**config.mk**
```make
export PLATFORM = sky130hd
export DESIGN_NAME = wdog_keyed
export DESIGN_NICKNAME = d
export VERILOG_FILES = /design/src/rtl/wdog_keyed_pkg.sv /design/src/rtl/wdog_sync_slot.sv /design/src/rtl/wdog_key_fsm.sv /design/src/rtl/wdog_prescaler.sv /design/src/rtl/wdog_keyed.sv
export SDC_FILE = /design/constraint.sdc
export NUM_CORES = 1
export LEC_CHECK = 0
export CORE_MARGIN = 2
export CORE_UTILIZATION = 60
export DETAILED_ROUTE_END_ITERATION = 6
export DONT_BUFFER_PORTS = 1
export GPL_ROUTABILITY_DRIVEN = 0
export PLACE_DENSITY = 0.77
export RECOVER_POWER = 25
export SLEW_MARGIN = 20
export SYNTH_ARGS = -nofsm -noshare
export SYNTH_HDL_FRONTEND = slang
export SYNTH_SLANG_ARGS = --single-unit
```
**constraint.sdc**
```tcl
create_clock -name clk -period 4.5 [get_ports clk]
set_input_delay 0.9 -clock clk [delete_from_list [all_inputs] [get_ports clk]]
set_output_delay 0.9 -clock clk [all_outputs]
set_load 0.01 [all_outputs]
```
**src/rtl/wdog_keyed_pkg.sv**
```systemverilog
package wdog_keyed_pkg;
   localparam int NUM_SLOTS = 4;
   localparam int SL_CTRL   = 0;
   localparam int SL_LOAD   = 1;
   localparam int SL_TRIG   = 2;
   localparam int SL_KEY    = 3;

   localparam int ADR_REV   = 0;
   localparam int ADR_CTRL  = 1;
   localparam int ADR_LOAD  = 2;
   localparam int ADR_COUNT = 3;
   localparam int ADR_TRIG  = 4;
   localparam int ADR_KEY   = 5;
   localparam int ADR_PEND  = 6;

   localparam logic [15:0] KEY_ARM_A  = 16'hBBBB;
   localparam logic [15:0] KEY_ARM_B  = 16'h4444;
   localparam logic [15:0] KEY_SAFE_A = 16'hAAAA;
   localparam logic [15:0] KEY_SAFE_B = 16'h5555;

   typedef enum logic [1:0] {KS_IDLE, KS_ARM, KS_SAFE} key_state_e;

   // status bit owned by each sync slot
   function automatic int slot_pend_bit(input int s);
      case (s)
         SL_CTRL: return 0;
         SL_LOAD: return 2;
         SL_TRIG: return 3;
         default: return 4;
      endcase
   endfunction

   function automatic int slot_addr(input int s);
      case (s)
         SL_CTRL: return ADR_CTRL;
         SL_LOAD: return ADR_LOAD;
         SL_TRIG: return ADR_TRIG;
         default: return ADR_KEY;
      endcase
   endfunction
endpackage

```
**src/rtl/wdog_sync_slot.sv**
```systemverilog
module wdog_sync_slot #(
   parameter int DATA_W     = 32,
   parameter int SYNC_TICKS = 2
) (
   input  logic              clk,
   input  logic              rst_n,
   input  logic              tick_en,
   input  logic              wr_req,
   input  logic [DATA_W-1:0] wr_data,
   output logic              pending,
   output logic              apply,
   output logic [DATA_W-1:0] value
);
   localparam int SW = $clog2(SYNC_TICKS + 1);

   logic [SW-1:0] left_q;

   // posted write: captured now, takes effect on the last tick of the delay
   always_ff @(posedge clk or negedge rst_n) begin
      if (!rst_n) begin
         pending <= 1'b0;
         left_q  <= '0;
         value   <= '0;
      end else if (wr_req && !pending) begin
         pending <= 1'b1;
         left_q  <= SW'(SYNC_TICKS);
         value   <= wr_data;
      end else if (pending && tick_en) begin
         left_q <= left_q - 1'b1;
         if (left_q == SW'(1)) pending <= 1'b0;
      end
   end

   assign apply = pending & tick_en & (left_q == SW'(1));
endmodule

```
**src/rtl/wdog_key_fsm.sv**
```systemverilog
module wdog_key_fsm
   import wdog_keyed_pkg::*;
(
   input  logic        clk,
   input  logic        rst_n,
   input  logic        apply,
   input  logic [15:0] word,
   output logic        running
);
   key_state_e st_q;

   always_ff @(posedge clk or negedge rst_n) begin
      if (!rst_n) begin
         st_q    <= KS_IDLE;
         running <= 1'b0;
      end else if (apply) begin
         if (st_q == KS_ARM && word == KEY_ARM_B) begin
            running <= 1'b1;
            st_q    <= KS_IDLE;
         end else if (st_q == KS_SAFE && word == KEY_SAFE_B) begin
            running <= 1'b0;
            st_q    <= KS_IDLE;
         end else if (word == KEY_ARM_A) begin
            st_q <= KS_ARM;
         end else if (word == KEY_SAFE_A) begin
            st_q <= KS_SAFE;
         end else begin
            st_q <= KS_IDLE;
         end
      end
   end
endmodule

```
**src/rtl/wdog_prescaler.sv**
```systemverilog
module wdog_prescaler #(
   parameter int PS_W   = 3,
   parameter bit ENABLE = 1'b1
) (
   input  logic            clk,
   input  logic            rst_n,
   input  logic            tick_en,
   input  logic            running,
   input  logic            clear,
   input  logic            pre_en,
   input  logic [PS_W-1:0] ps,
   output logic            step
);
   localparam int PC_W = (1 << PS_W) - 1;

   if (ENABLE) begin : g_div
      logic [PC_W-1:0] cnt_q;
      logic [PC_W-1:0] last;

      assign last = (PC_W'(1) << ps) - PC_W'(1);

      always_ff @(posedge clk or negedge rst_n) begin
         if (!rst_n)                 cnt_q <= '0;
         else if (clear)             cnt_q <= '0;
         else if (tick_en && running)
            cnt_q <= (pre_en && cnt_q != last) ? cnt_q + 1'b1 : '0;
      end

      assign step = tick_en & running & (!pre_en | (cnt_q == last));
   end else begin : g_flat
      logic unused_in;
      assign unused_in = ^{clk, rst_n, clear, pre_en, ps};
      assign step      = tick_en & running;
   end
endmodule

```
**src/rtl/wdog_keyed.sv**
```systemverilog
module wdog_keyed
   import wdog_keyed_pkg::*;
#(
   parameter int         DATA_W      = 32,
   parameter int         CNT_W       = 32,
   parameter int         ADDR_W      = 3,
   parameter int         PS_W        = 3,
   parameter int         SYNC_TICKS  = 2,
   parameter logic [7:0] REV_CODE    = 8'h21,
   parameter bit         PRESCALE_EN = 1'b1
) (
   input  logic              clk,
   input  logic              rst_n,
   input  logic              tick_en,
   input  logic [ADDR_W-1:0] bus_addr,
   input  logic              bus_we,
   input  logic [DATA_W-1:0] bus_wdata,
   output logic [DATA_W-1:0] bus_rdata,
   output logic              wdt_reset
);
   localparam int PS_LSB = 2;
   localparam int EN_BIT = PS_LSB + PS_W;

   if (CNT_W > DATA_W || DATA_W < 16 || ADDR_W < 3 || SYNC_TICKS < 1 ||
       PS_W < 1 || PS_W > 5 || EN_BIT >= DATA_W) begin : g_bad_cfg
      $error("wdog_keyed: unsupported parameter set");
   end

   logic [NUM_SLOTS-1:0] slot_pend, slot_apply, slot_wr;
   logic [DATA_W-1:0]    slot_val [NUM_SLOTS];

   for (genvar i = 0; i < NUM_SLOTS; i++) begin : g_slot
      assign slot_wr[i] = bus_we && (bus_addr == ADDR_W'(slot_addr(i)));
      wdog_sync_slot #(.DATA_W(DATA_W), .SYNC_TICKS(SYNC_TICKS)) u_slot (
         .clk     (clk),
         .rst_n   (rst_n),
         .tick_en (tick_en),
         .wr_req  (slot_wr[i]),
         .wr_data (bus_wdata),
         .pending (slot_pend[i]),
         .apply   (slot_apply[i]),
         .value   (slot_val[i])
      );
   end

   logic              running;
   logic              step;
   logic              pre_en_q;
   logic [PS_W-1:0]   ps_q;
   logic [CNT_W-1:0]  load_q;
   logic [CNT_W-1:0]  count_q;
   logic [DATA_W-1:0] trig_q;
   logic              trig_reload;
   logic [4:0]        pend_flags;
   logic              unused_bits;

   assign unused_bits = ^{slot_val[SL_CTRL], slot_val[SL_KEY], slot_val[SL_LOAD]};

   wdog_key_fsm u_key (
      .clk     (clk),
      .rst_n   (rst_n),
      .apply   (slot_apply[SL_KEY]),
      .word    (slot_val[SL_KEY][15:0]),
      .running (running)
   );

   wdog_prescaler #(.PS_W(PS_W), .ENABLE(PRESCALE_EN)) u_pre (
      .clk     (clk),
      .rst_n   (rst_n),
      .tick_en (tick_en),
      .running (running),
      .clear   (slot_apply[SL_CTRL]),
      .pre_en  (pre_en_q),
      .ps      (ps_q),
      .step    (step)
   );

   assign trig_reload = slot_apply[SL_TRIG] && (slot_val[SL_TRIG] != trig_q);

   always_ff @(posedge clk or negedge rst_n) begin
      if (!rst_n) begin
         pre_en_q  <= 1'b0;
         ps_q      <= '0;
         load_q    <= '0;
         trig_q    <= '0;
         count_q   <= '0;
         wdt_reset <= 1'b0;
      end else begin
         wdt_reset <= 1'b0;
         if (slot_apply[SL_CTRL]) begin
            pre_en_q <= slot_val[SL_CTRL][EN_BIT];
            ps_q     <= slot_val[SL_CTRL][PS_LSB +: PS_W];
         end
         if (slot_apply[SL_LOAD]) load_q <= slot_val[SL_LOAD][CNT_W-1:0];
         if (slot_apply[SL_TRIG]) trig_q <= slot_val[SL_TRIG];
         if (trig_reload) begin
            count_q <= load_q;
         end else if (step) begin
            if (&count_q) begin
               count_q   <= load_q;
               wdt_reset <= 1'b1;
            end else begin
               count_q <= count_q + 1'b1;
            end
         end
      end
   end

   always_comb begin
      pend_flags = '0;
      for (int i = 0; i < NUM_SLOTS; i++) pend_flags[slot_pend_bit(i)] = slot_pend[i];
   end

   always_comb begin
      bus_rdata = '0;
      case (bus_addr)
         ADDR_W'(ADR_REV):   bus_rdata[7:0] = REV_CODE;
         ADDR_W'(ADR_CTRL):  begin
            bus_rdata[EN_BIT]          = pre_en_q;
            bus_rdata[PS_LSB +: PS_W] = ps_q;
         end
         ADDR_W'(ADR_LOAD):  bus_rdata = DATA_W'(load_q);
         ADDR_W'(ADR_COUNT): bus_rdata = DATA_W'(count_q);
         ADDR_W'(ADR_TRIG):  bus_rdata = trig_q;
         ADDR_W'(ADR_PEND):  bus_rdata = DATA_W'(pend_flags);
         default:            bus_rdata = '0;
      endcase
   end
endmodule

```
==> results of run 1 <==
-- kinds of logic (layout without fill, tap and decap cells) --
group	after synthesis	count (layout)
simple gates	218	218
flops	207	207
compound gates	184	184
mux	160	160
buf+inv	72	66
xor+xnor	36	36
fa+ha+maj	6	6
-- Yosys cell counts, types with 4 or more instances --
cell / instances
a211o_1: 8
a21o_1: 8
a21oi_1: 12
a221o_1: 5
a22oi_1: 30
a31oi_1: 6
and2_1: 5
and3_1: 9
and4_1: 4
buf_1: 4
buf_2: 5
buf_6: 5
clkbuf_1: 37
dfrtp_1: 207
ha_1: 6
inv_1: 20
mux2_2: 152
mux2i_1: 7
nand2_1: 73
nand3_1: 27
nand3b_1: 7
nand4_1: 15
nor2_1: 35
nor3b_1: 6
nor4_1: 7
o211a_1: 5
o21ai_0: 46
o21ai_1: 14
o221a_1: 15
o22ai_1: 6
xnor2_1: 36
-- worst reg2reg max path, delay by kind of cell (launching register included) --
kind	cells	cell delay, ps
compound gates	5	1890
flops	1	450
simple gates	2	680
-- worst max-delay path by stage --
stage                startpoint            end  cells past startpoint
finish              bus_addr[1]   bus_rdata[6]                      5
detailed placement  bus_addr[1]   bus_rdata[6]                      5
CTS                 bus_addr[1]   bus_rdata[6]                      5
global placement    bus_addr[1]   bus_rdata[6]                      5
global route        bus_addr[1]   bus_rdata[6]                      5
floorplan           bus_addr[2]  bus_rdata[11]                      8
-- per-stage QoR --
step / util (%) / worst slack (ps) / instances / cell area (µm²)
4_1_cts: 66.7 / 1110 / 1097 / 11100
3_5_place_dp: 62.2 / 1100 / 1061 / 10300
2_1_floorplan: - / 1250 / 883 / 10200
6_report: 66.7 / 1080 / 1097 / 11100
5_1_grt: 66.7 / 1000 / 1097 / 11100
3_3_place_gp: 62.2 / 1150 / 1061 / 10300
-- power groups by stage --
stage	logic [mW]	registers, mW	clock network (mW)
detailed placement	1.96	3.70	0
CTS	1.98	3.67	1.88
floorplan	1.70	3.27	0
finish	1.98	3.71	1.86
global route	2.15	3.80	1.96
global placement	1.86	3.63	0
-- final cells by class --
cell class	count	share of cell area [%]
multi-input combinational	604	42.6
sequential	207	46.8
inverter	20	0.679
clock inverter	9	1.36
clock buffer	27	5.32
tap	220	2.49
timing repair buffer	10	0.679
-- registers in the layout (all words and copies together), names as in the netlist --
signal	count
trig_q	32
g_slot.u_slot.pending	4
g_slot.u_slot.left_q	8
wdt_reset	1
load_q	32
g_slot.u_slot.value	84
ps_q	3
u_pre.g_div.cnt_q	7
u_key.running	1
count_q	32
pre_en_q	1
u_key.st_q	2
-- layer usage --
layer	routed length, µm	vias to the layer above
li1	-	3230
met1	10800	3676
met2	11400	348
met3	1970	78
met4	1080	0
met5	0	-
==> metrics.csv, run 1 <==
stage;metric;value;unit
outcome;status;finished clean;
clock_tree;clockBufferDepth;3;
global_routing;grt_max_degree;208;
worst_setup_path;cp.arrival;2520;ps
yosys;synthAdderAreaFrac;0.737;%
worst_setup_path;crit_family;simple AND/OR/NAND/NOR gates;
global_routing;gr-usage-all-layers;28.4;%
timing;fin_skew;8.93;ps
global_routing;grt_pass1_wl;39.9;mm
timing;hold_viol_final;0;
global_routing;top_usage_layer;met2;
floorplan;die_w;134;µm
yosys;synth_area_leaders;dfrtp_1 51%, mux2_2 17%, xnor2_1 3.1%;
timing;maxSlewViolCount;0;
clock_tree;post_cts_resized;0;
layout;syn_to_final_growth;8.52;%
global_routing;grt_antenna_before_repair;0;
worst_setup_path;path_max_fanout;28;
flow_run;cap_violations;0;
placed_design;dp_hpwl;17.9;mm
worst_setup_path;worstReg2RegStart;u_pre.g_div.cnt_q[2]$_DFFE_PN0P_;
clock_tree;clkSinkCount;207;
yosys;synthXorXnorAreaFrac;3.09;%
worst_setup_path;r2r-end;count_q[21]$_DFFE_PN0P_;
worst_setup_path;r2r_cells;7;
pwr;p_clk_share;24.7;%
yosys;syn_inst;883;
layout;final_common_cell;dfrtp_1;
route;drtIter0Drc;813;
route;vias;7332;
yosys;synth_top_area_share;50.8;%
timing;max_freq;293;MHz
yosys;synth-seq-area-share;50.8;%
clock_tree;cts_tree;built;
pwr;p_leak;4.61;nW
pwr;seqPwrFrac;49.1;%
yosys;ys_ff_latch;207;
pwr;finalPower;7.55;mW
route;vias_per_cell;6.68;
layout;finalNetCount;909;
clock_tree;postCtsHoldBufs;0;
yosys;yosys.area.top_type;dfrtp_1;
route;wl;25.2;mm
clock_tree;cts_buffers;21;
global_routing;overflow;0;
clock_tree;post-cts-setup-buffers;0;
timing;slew-limit-headroom;29.8;%
yosys;yosys.area_share.simple;11.3;%
timing;timing.hold.ws;111;ps
floorplan;io_pins;72;
timing;setup_viol;0;
pwr;power_switching;2.54;mW
worst_setup_path;path_cells;nor2b_2 > buf_4 > and2_1 > nand2_1 > o21ai_0;
clock_tree;path_clk_slew;60;ps
timing;timing.setup.tns;0;ps
timing;finalCritPeriodShare;75.9;%
pwr;swShare;33.6;%
worst_setup_path;worstPathRequired;3600;ps
global_routing;use_met3;5.10;%
clock_tree;cts_root_buffer;clkbuf_16;
worst_setup_path;slowest_delay;800;ps
yosys;ys.warnings.count;0;
layout;seq_area;0.00518;mm²
route;post-route-drc-count;0;
worst_setup_path;worst_setup_path_end_kind;output port;
timing;period_needed;3420;ps
yosys;syn_avg_cell_area;11.5;µm²
pwr;vdd_drop_max;498;µV
layout;final_cell_mix;207 x dfrtp_1, 152 x mux2_2, 73 x nand2_1;
layout;antenna_cells;0;
clock_tree;clock_latency;490;ps
worst_setup_path;worst-setup-path-type;in2out;
yosys;synthesis.nets;928;
global_routing;use_met2;43.4;%
global_routing;grt_pass1_vias;7230;
yosys;synth_compound_area_share;13.3;%
worst_setup_path;rrSetupSlack;1350;ps
floorplan;fp.coreArea;0.0166;mm²
yosys;async_flop_share;100;%
route;wl_per_cell;23.0;µm
route;dr.pass1.iters;6;
yosys;synthFlopType;dfrtp_1;
floorplan;rows;47;
route;antenna_left;0;
yosys;synth.distinct_cells;71;
placed_design;io_buffers;0;
worst_setup_path;path_buf_inv;1;
worst_setup_path;critPathLaunchType;input port;
pwr;power_density;683;mW/mm²
worst_setup_path;crit_path_top_delay_cell;and2_1;
yosys;synth_top_family_by_area;multiplexers;
global_routing;met1_usage;40.5;%
yosys;synthMuxAreaShare;17.6;%
layout;multi_input_area;0.00471;mm²
timing;rsz0062_at_grt;false;
layout;fillCellCount;1210;
layout;layout-drive-gt1-share;24.5;%
yosys;synth_edf_count;0;
floorplan;dieArea;0.0180;mm²
pwr;p_int;5.02;mW
floorplan;initial_core_util;61.4;%
floorplan;fp.dieH;134;µm
clock_tree;htree_levels;1;
yosys;syn_area;0.0102;mm²
pwr;pwr-share-comb;26.2;%
worst_hold_path;worstHoldPathType;in2async;
timing;tightestPinTransition;1050;ps
(Power assumes the default switching activity.)
==> run 2, diff against run 1 <==
- clock period: 4.5 -> 3.35 ns (I/O delays scaled with it)
==> metrics.csv, run 2 (synthesis results as in run 1) <==
stage;metric;value;unit
layout;instances_no_fill;1105;
worst_setup_path;cp.arrival;3400;ps
pwr;vdd_drop_max;571;µV
timing;layout_setup_ws;414;ps
clock_tree;clkSinkCount;207;
clock_tree;clock_latency;530;ps
route;wl_per_cell;23.5;µm
clock_tree;path_clk_slew;60;ps
timing;timing.hold.ws;-157;ps
clock_tree;cts_tree;built;
timing;tightestPinTransition;1100;ps
route;dr.pass1.iters;6;
layout;fillCellCount;1198;
worst_setup_path;path_cells;and4b_1 > o311ai_1 > a211o_4 > a21oi_4 > a21oi_2 > o221a_1;
global_routing;grt_antenna_before_repair;0;
timing;period_needed;2940;ps
global_routing;grt_max_degree;208;
route;drtIter0Drc;874;
worst_setup_path;r2r_cells;6;
clock_tree;cts_buffers;23;
pwr;power_density;923;mW/mm²
pwr;p_leak;4.64;nW
floorplan;rows;47;
worst_setup_path;path_max_fanout;21;
placed_design;io_buffers;0;
placed_design;dp_cells;1064;
clock_tree;clockBufferDepth;3;
layout;final_common_cell;dfrtp_1;
global_routing;grt_pass1_vias;7390;
outcome;status;finished with violations;
route;wl;26.0;mm
worst_setup_path;worst-setup-path-type;reg2reg;
route;post-route-drc-count;0;
floorplan;dieArea;0.0180;mm²
layout;largest_register_ffs;84;
placed_design;pre_cts_ws;536;ps
clock_tree;post_cts_resized;0;
worst_setup_path;worstPathRequired;3810;ps
layout;antenna_cells;0;
layout;finalNetCount;914;
route;vias_per_cell;6.71;
timing;fin_skew;18.3;ps
worst_setup_path;cp_num_cells;6;
layout;final_cell_mix;207 x dfrtp_1, 152 x mux2_2, 73 x nand2_1;
clock_tree;htree_levels;1;
clock_tree;cts_root_buffer;clkbuf_16;
timing;hold_viol_final;207;
worst_setup_path;slowest_delay;900;ps
timing;setup_viol;0;
worst_setup_path;path_buf_inv;0;
outcome;failed_checks;hold timing;
clock_tree;post-cts-setup-buffers;0;
timing;max_freq;341;MHz
global_routing;grt_pass1_wl;41.7;mm
floorplan;fp.dieH;134;µm
floorplan;die_w;134;µm
global_routing;overflow;0;
floorplan;io_pins;72;
worst_setup_path;crit_path_top_delay_cell;a21oi_2;
timing;rsz0062_at_grt;false;
worst_setup_path;crit_family;compound AO/OA/AOI/OAI gates;
global_routing;gr-usage-all-layers;29.6;%
placed_design;dp_hpwl;18.0;mm
layout;regMostFlops;g_slot.u_slot.value;
worst_hold_path;worstHoldPathType;in2async;
worst_setup_path;worst_setup_path_end_kind;flip-flop;
timing;maxSlewViolCount;0;
timing;timing.setup.tns;0;ps
timing;slew-limit-headroom;26.9;%
layout;syn_to_final_growth;9.14;%
floorplan;fp.coreArea;0.0166;mm²
worst_setup_path;critPathLaunchType;flip-flop;
timing;finalCritPeriodShare;87.6;%
flow_run;cap_violations;0;
route;antenna_left;0;
floorplan;initial_core_util;61.4;%
layout;layout-drive-gt1-share;24.6;%
route;vias;7417;
-- run 2: cell types whose count changed in the layout (fill, tap and decap cells not counted), sizes merged --
| cell | before | now |
|---|---|---|
| clkbuf | 27 | 36 |
| buf | 10 | 13 |
| bufinv | 4 | 2 |
| clkinv | 3 | 1 |
| clkinvlp | 2 | 0 |
| inv | 20 | 22 |
-- run 2: metal layers --
metal	share of wire (%)	track usage, %	wire length (µm)
met1	41	41.4	10500
met2	47	46.0	12100
met3	9.7	7.03	2520
met4	3.1	10.1	811
met5	0	0	0
-- run 2: path summary, 6_finish.rpt --
kind	from	endpoint	slack, ps
setup / recovery	ps_q[2]$_DFFE_PN0P_	count_q[25]$_DFFE_PN0P_	410
hold / removal	rst_n	g_slot[1].u_slot.value[23]$_DFFE_PN0P_	-160
setup reg to reg	ps_q[2]$_DFFE_PN0P_	count_q[25]$_DFFE_PN0P_	410
hold reg to reg	g_slot[3].u_slot.left_q[1]$_DFFE_PN0P_	g_slot[3].u_slot.left_q[1]$_DFFE_PN0P_	490
max in group asynchronous	rst_n	g_slot[1].u_slot.left_q[1]$_DFFE_PN0P_	3270
min in group clk	bus_wdata[5]	g_slot[0].u_slot.value[5]$_DFFE_PN0P_	270
-- run 2: final cells by class --
class	count	area, µm²	share of cell area, %
Sequential cell	207	5180	46.6
Multi-Input combinational cell	604	4710	42.4
Clock buffer	36	684	6.16
Tap cell	220	275	2.48
Timing Repair Buffer	13	97.6	0.878
Clock inverter	5	93.8	0.844
Inverter	20	75.1	0.675
-- run 2: through the flow --
stage	cell area, µm²	util [%]	hold slack (ps)	power (mW)
CTS	11100	67.1	-171	10.2
global route	11100	67.1	-171	10.7
floorplan	10200	-	374	6.68
global placement	10300	62.4	383	7.36
detailed placement	10300	62.4	381	7.60
finish	11100	67.1	-157	10.3
-- run 2: where the power goes --
| group | switching, mW | leakage (nW) | internal (mW) |
|---|---|---|---|
| registers | 1.31 | 2.55 | 3.66 |
| logic | 1.17 | 1.71 | 1.54 |
| clock network | 1.02 | 0.381 | 1.57 |
-- run 2: worst reg2reg max path, cell delays in order (launching register included) --
cell      delay [ps]
dfrtp_1          580
and4b_1          260
o311ai_1         380
a211o_4          290
a21oi_4          130
a21oi_2          910
o221a_1          330
==> run 3, diff against run 2 <==
- clock period: 3.35 -> 3.2 ns (I/O delays scaled with it)
==> metrics.csv, run 3 (synthesis results as in run 1) <==
stage;metric;value;unit
global_routing;overflow;0;
layout;antenna_cells;0;
clock_tree;htree_levels;1;
route;antenna_left;0;
layout;utilization;66.9;%
floorplan;fp.dieH;134;µm
floorplan;fp.coreArea;0.0166;mm²
layout;final_cell_mix;207 x dfrtp_1, 152 x mux2_2, 73 x nand2_1;
global_routing;grt_max_degree;208;
pwr;vdd_drop_max;583;µV
clock_tree;clkSinkCount;207;
worst_setup_path;worst_setup_path_end_kind;flip-flop;
timing;setup_viol;0;
worst_setup_path;path_cells;or4_1 > nor3_2 > a31oi_1 > a211o_4 > a21oi_4 > buf_4 > nand3_2 > o221a_1;
route;wl_per_cell;23.4;µm
timing;timing.hold.ws;-186;ps
floorplan;io_pins;72;
route;dr.pass1.iters;6;
global_routing;grt_antenna_before_repair;0;
floorplan;initial_core_util;61.4;%
global_routing;grt_pass1_wl;41.2;mm
floorplan;rows;47;
clock_tree;cts_buffers;22;
timing;fin_skew;19.8;ps
route;vias;7423;
placed_design;dp_hpwl;18.1;mm
timing;timing.setup.tns;0;ps
pwr;p_leak;4.63;nW
placed_design;io_buffers;0;
worst_setup_path;cp.arrival;3270;ps
worst_setup_path;rrSetupSlack;310;ps
layout;regMostFlops;g_slot.u_slot.value;
pwr;finalPower;10.5;mW
timing;finalCritPeriodShare;90.4;%
clock_tree;path_clk_slew;60;ps
global_routing;grt_pass1_vias;7316;
worst_setup_path;path_max_fanout;16;
pwr;power_density;946;mW/mm²
route;vias_per_cell;6.71;
timing;period_needed;2890;ps
clock_tree;cts_root_buffer;clkbuf_16;
clock_tree;clockBufferDepth;3;
worst_setup_path;slowest_delay;560;ps
layout;layout-drive-gt1-share;24.9;%
timing;max_freq;346;MHz
route;drtIter0Drc;827;
outcome;failed_checks;hold timing;
floorplan;die_w;134;µm
layout;finalNetCount;916;
worst_setup_path;critPathLaunchType;flip-flop;
timing;hold_viol_final;207;
worst_setup_path;worstPathRequired;3580;ps
worst_hold_path;worstHoldPathType;in2async;
worst_setup_path;crit_path_top_delay_cell;or4_1;
outcome;status;finished with violations;
placed_design;place_area;0.0104;mm²
flow_run;cap_violations;0;
clock_tree;cts_tree;built;
floorplan;dieArea;0.0180;mm²
global_routing;gr-usage-all-layers;29.3;%
timing;slew-limit-headroom;50.3;%
layout;fillCellCount;1217;
route;post-route-drc-count;0;
clock_tree;clock_latency;520;ps
timing;tightestPinTransition;746;ps
layout;final_area;0.0111;mm²
timing;rsz0062_at_grt;false;
route;wl;25.9;mm
layout;final_common_cell;dfrtp_1;
worst_setup_path;worst-setup-path-type;reg2reg;
layout;syn_to_final_growth;8.82;%
layout;largest_register_ffs;84;
timing;maxSlewViolCount;0;
## run 3: where the power goes
| part | switching (mW) | internal, mW | total, mW |
|---|---|---|---|
| sequential | 1.37 | 3.83 | 5.20 |
| combinational | 1.20 | 1.62 | 2.82 |
| clock | 1.04 | 1.42 | 2.46 |
## run 3: layer usage
metal	vias to the layer above	share of wire (%)	global-route usage [%]
li1	3231	-	-
met4	0	3.2	9.12
met2	365	46	45.6
met1	3764	43	41.5
met5	-	0	0
met3	63	7.9	6.31
## run 3: repair_timing
action	4_1_cts	5_1_grt
endpoints found under the hold margin	207	207
resized for setup	0	0
buffers inserted	0	0
## run 3: metrics by stage
stage | setup slack, ps | cells
after floorplan | 474 | 883
after global placement | 528 | 1067
after detailed placement | 429 | 1067
after CTS | 368 | 1107
after global routing | 221 | 1107
final | 308 | 1107
## run 3: path summary, 6_finish.rpt
kind | startpoint | endpoint | cells past startpoint
setup / recovery | u_pre.g_div.cnt_q[2]$_DFFE_PN0P_ | count_q[23]$_DFFE_PN0P_ | 8
hold / removal | rst_n | g_slot[1].u_slot.value[22]$_DFFE_PN0P_ | 0
setup reg to reg | u_pre.g_div.cnt_q[2]$_DFFE_PN0P_ | count_q[23]$_DFFE_PN0P_ | 8
hold reg to reg | g_slot[3].u_slot.left_q[1]$_DFFE_PN0P_ | g_slot[3].u_slot.left_q[1]$_DFFE_PN0P_ | 1
max in group asynchronous | rst_n | count_q[12]$_DFFE_PN0P_ | 0
min in group clk | bus_wdata[5] | g_slot[0].u_slot.value[5]$_DFFE_PN0P_ | 2
## run 3: cell type report
cell class | instances | area, µm² | area share (%)
Timing Repair Buffer | 16 | 133 | 1.20
Clock buffer | 34 | 656 | 5.91
Tap cell | 220 | 275 | 2.48
Inverter | 20 | 75.1 | 0.677
Sequential cell | 207 | 5180 | 46.7
Clock inverter | 6 | 55.1 | 0.497
Multi-Input combinational cell | 604 | 4710 | 42.5
## run 3: critical path: cells and delay by family (launching register included)
kind | cells | cell delay, ps
compound gates | 4 | 1140
buf+inv | 1 | 310
simple gates | 3 | 840
flops | 1 | 460
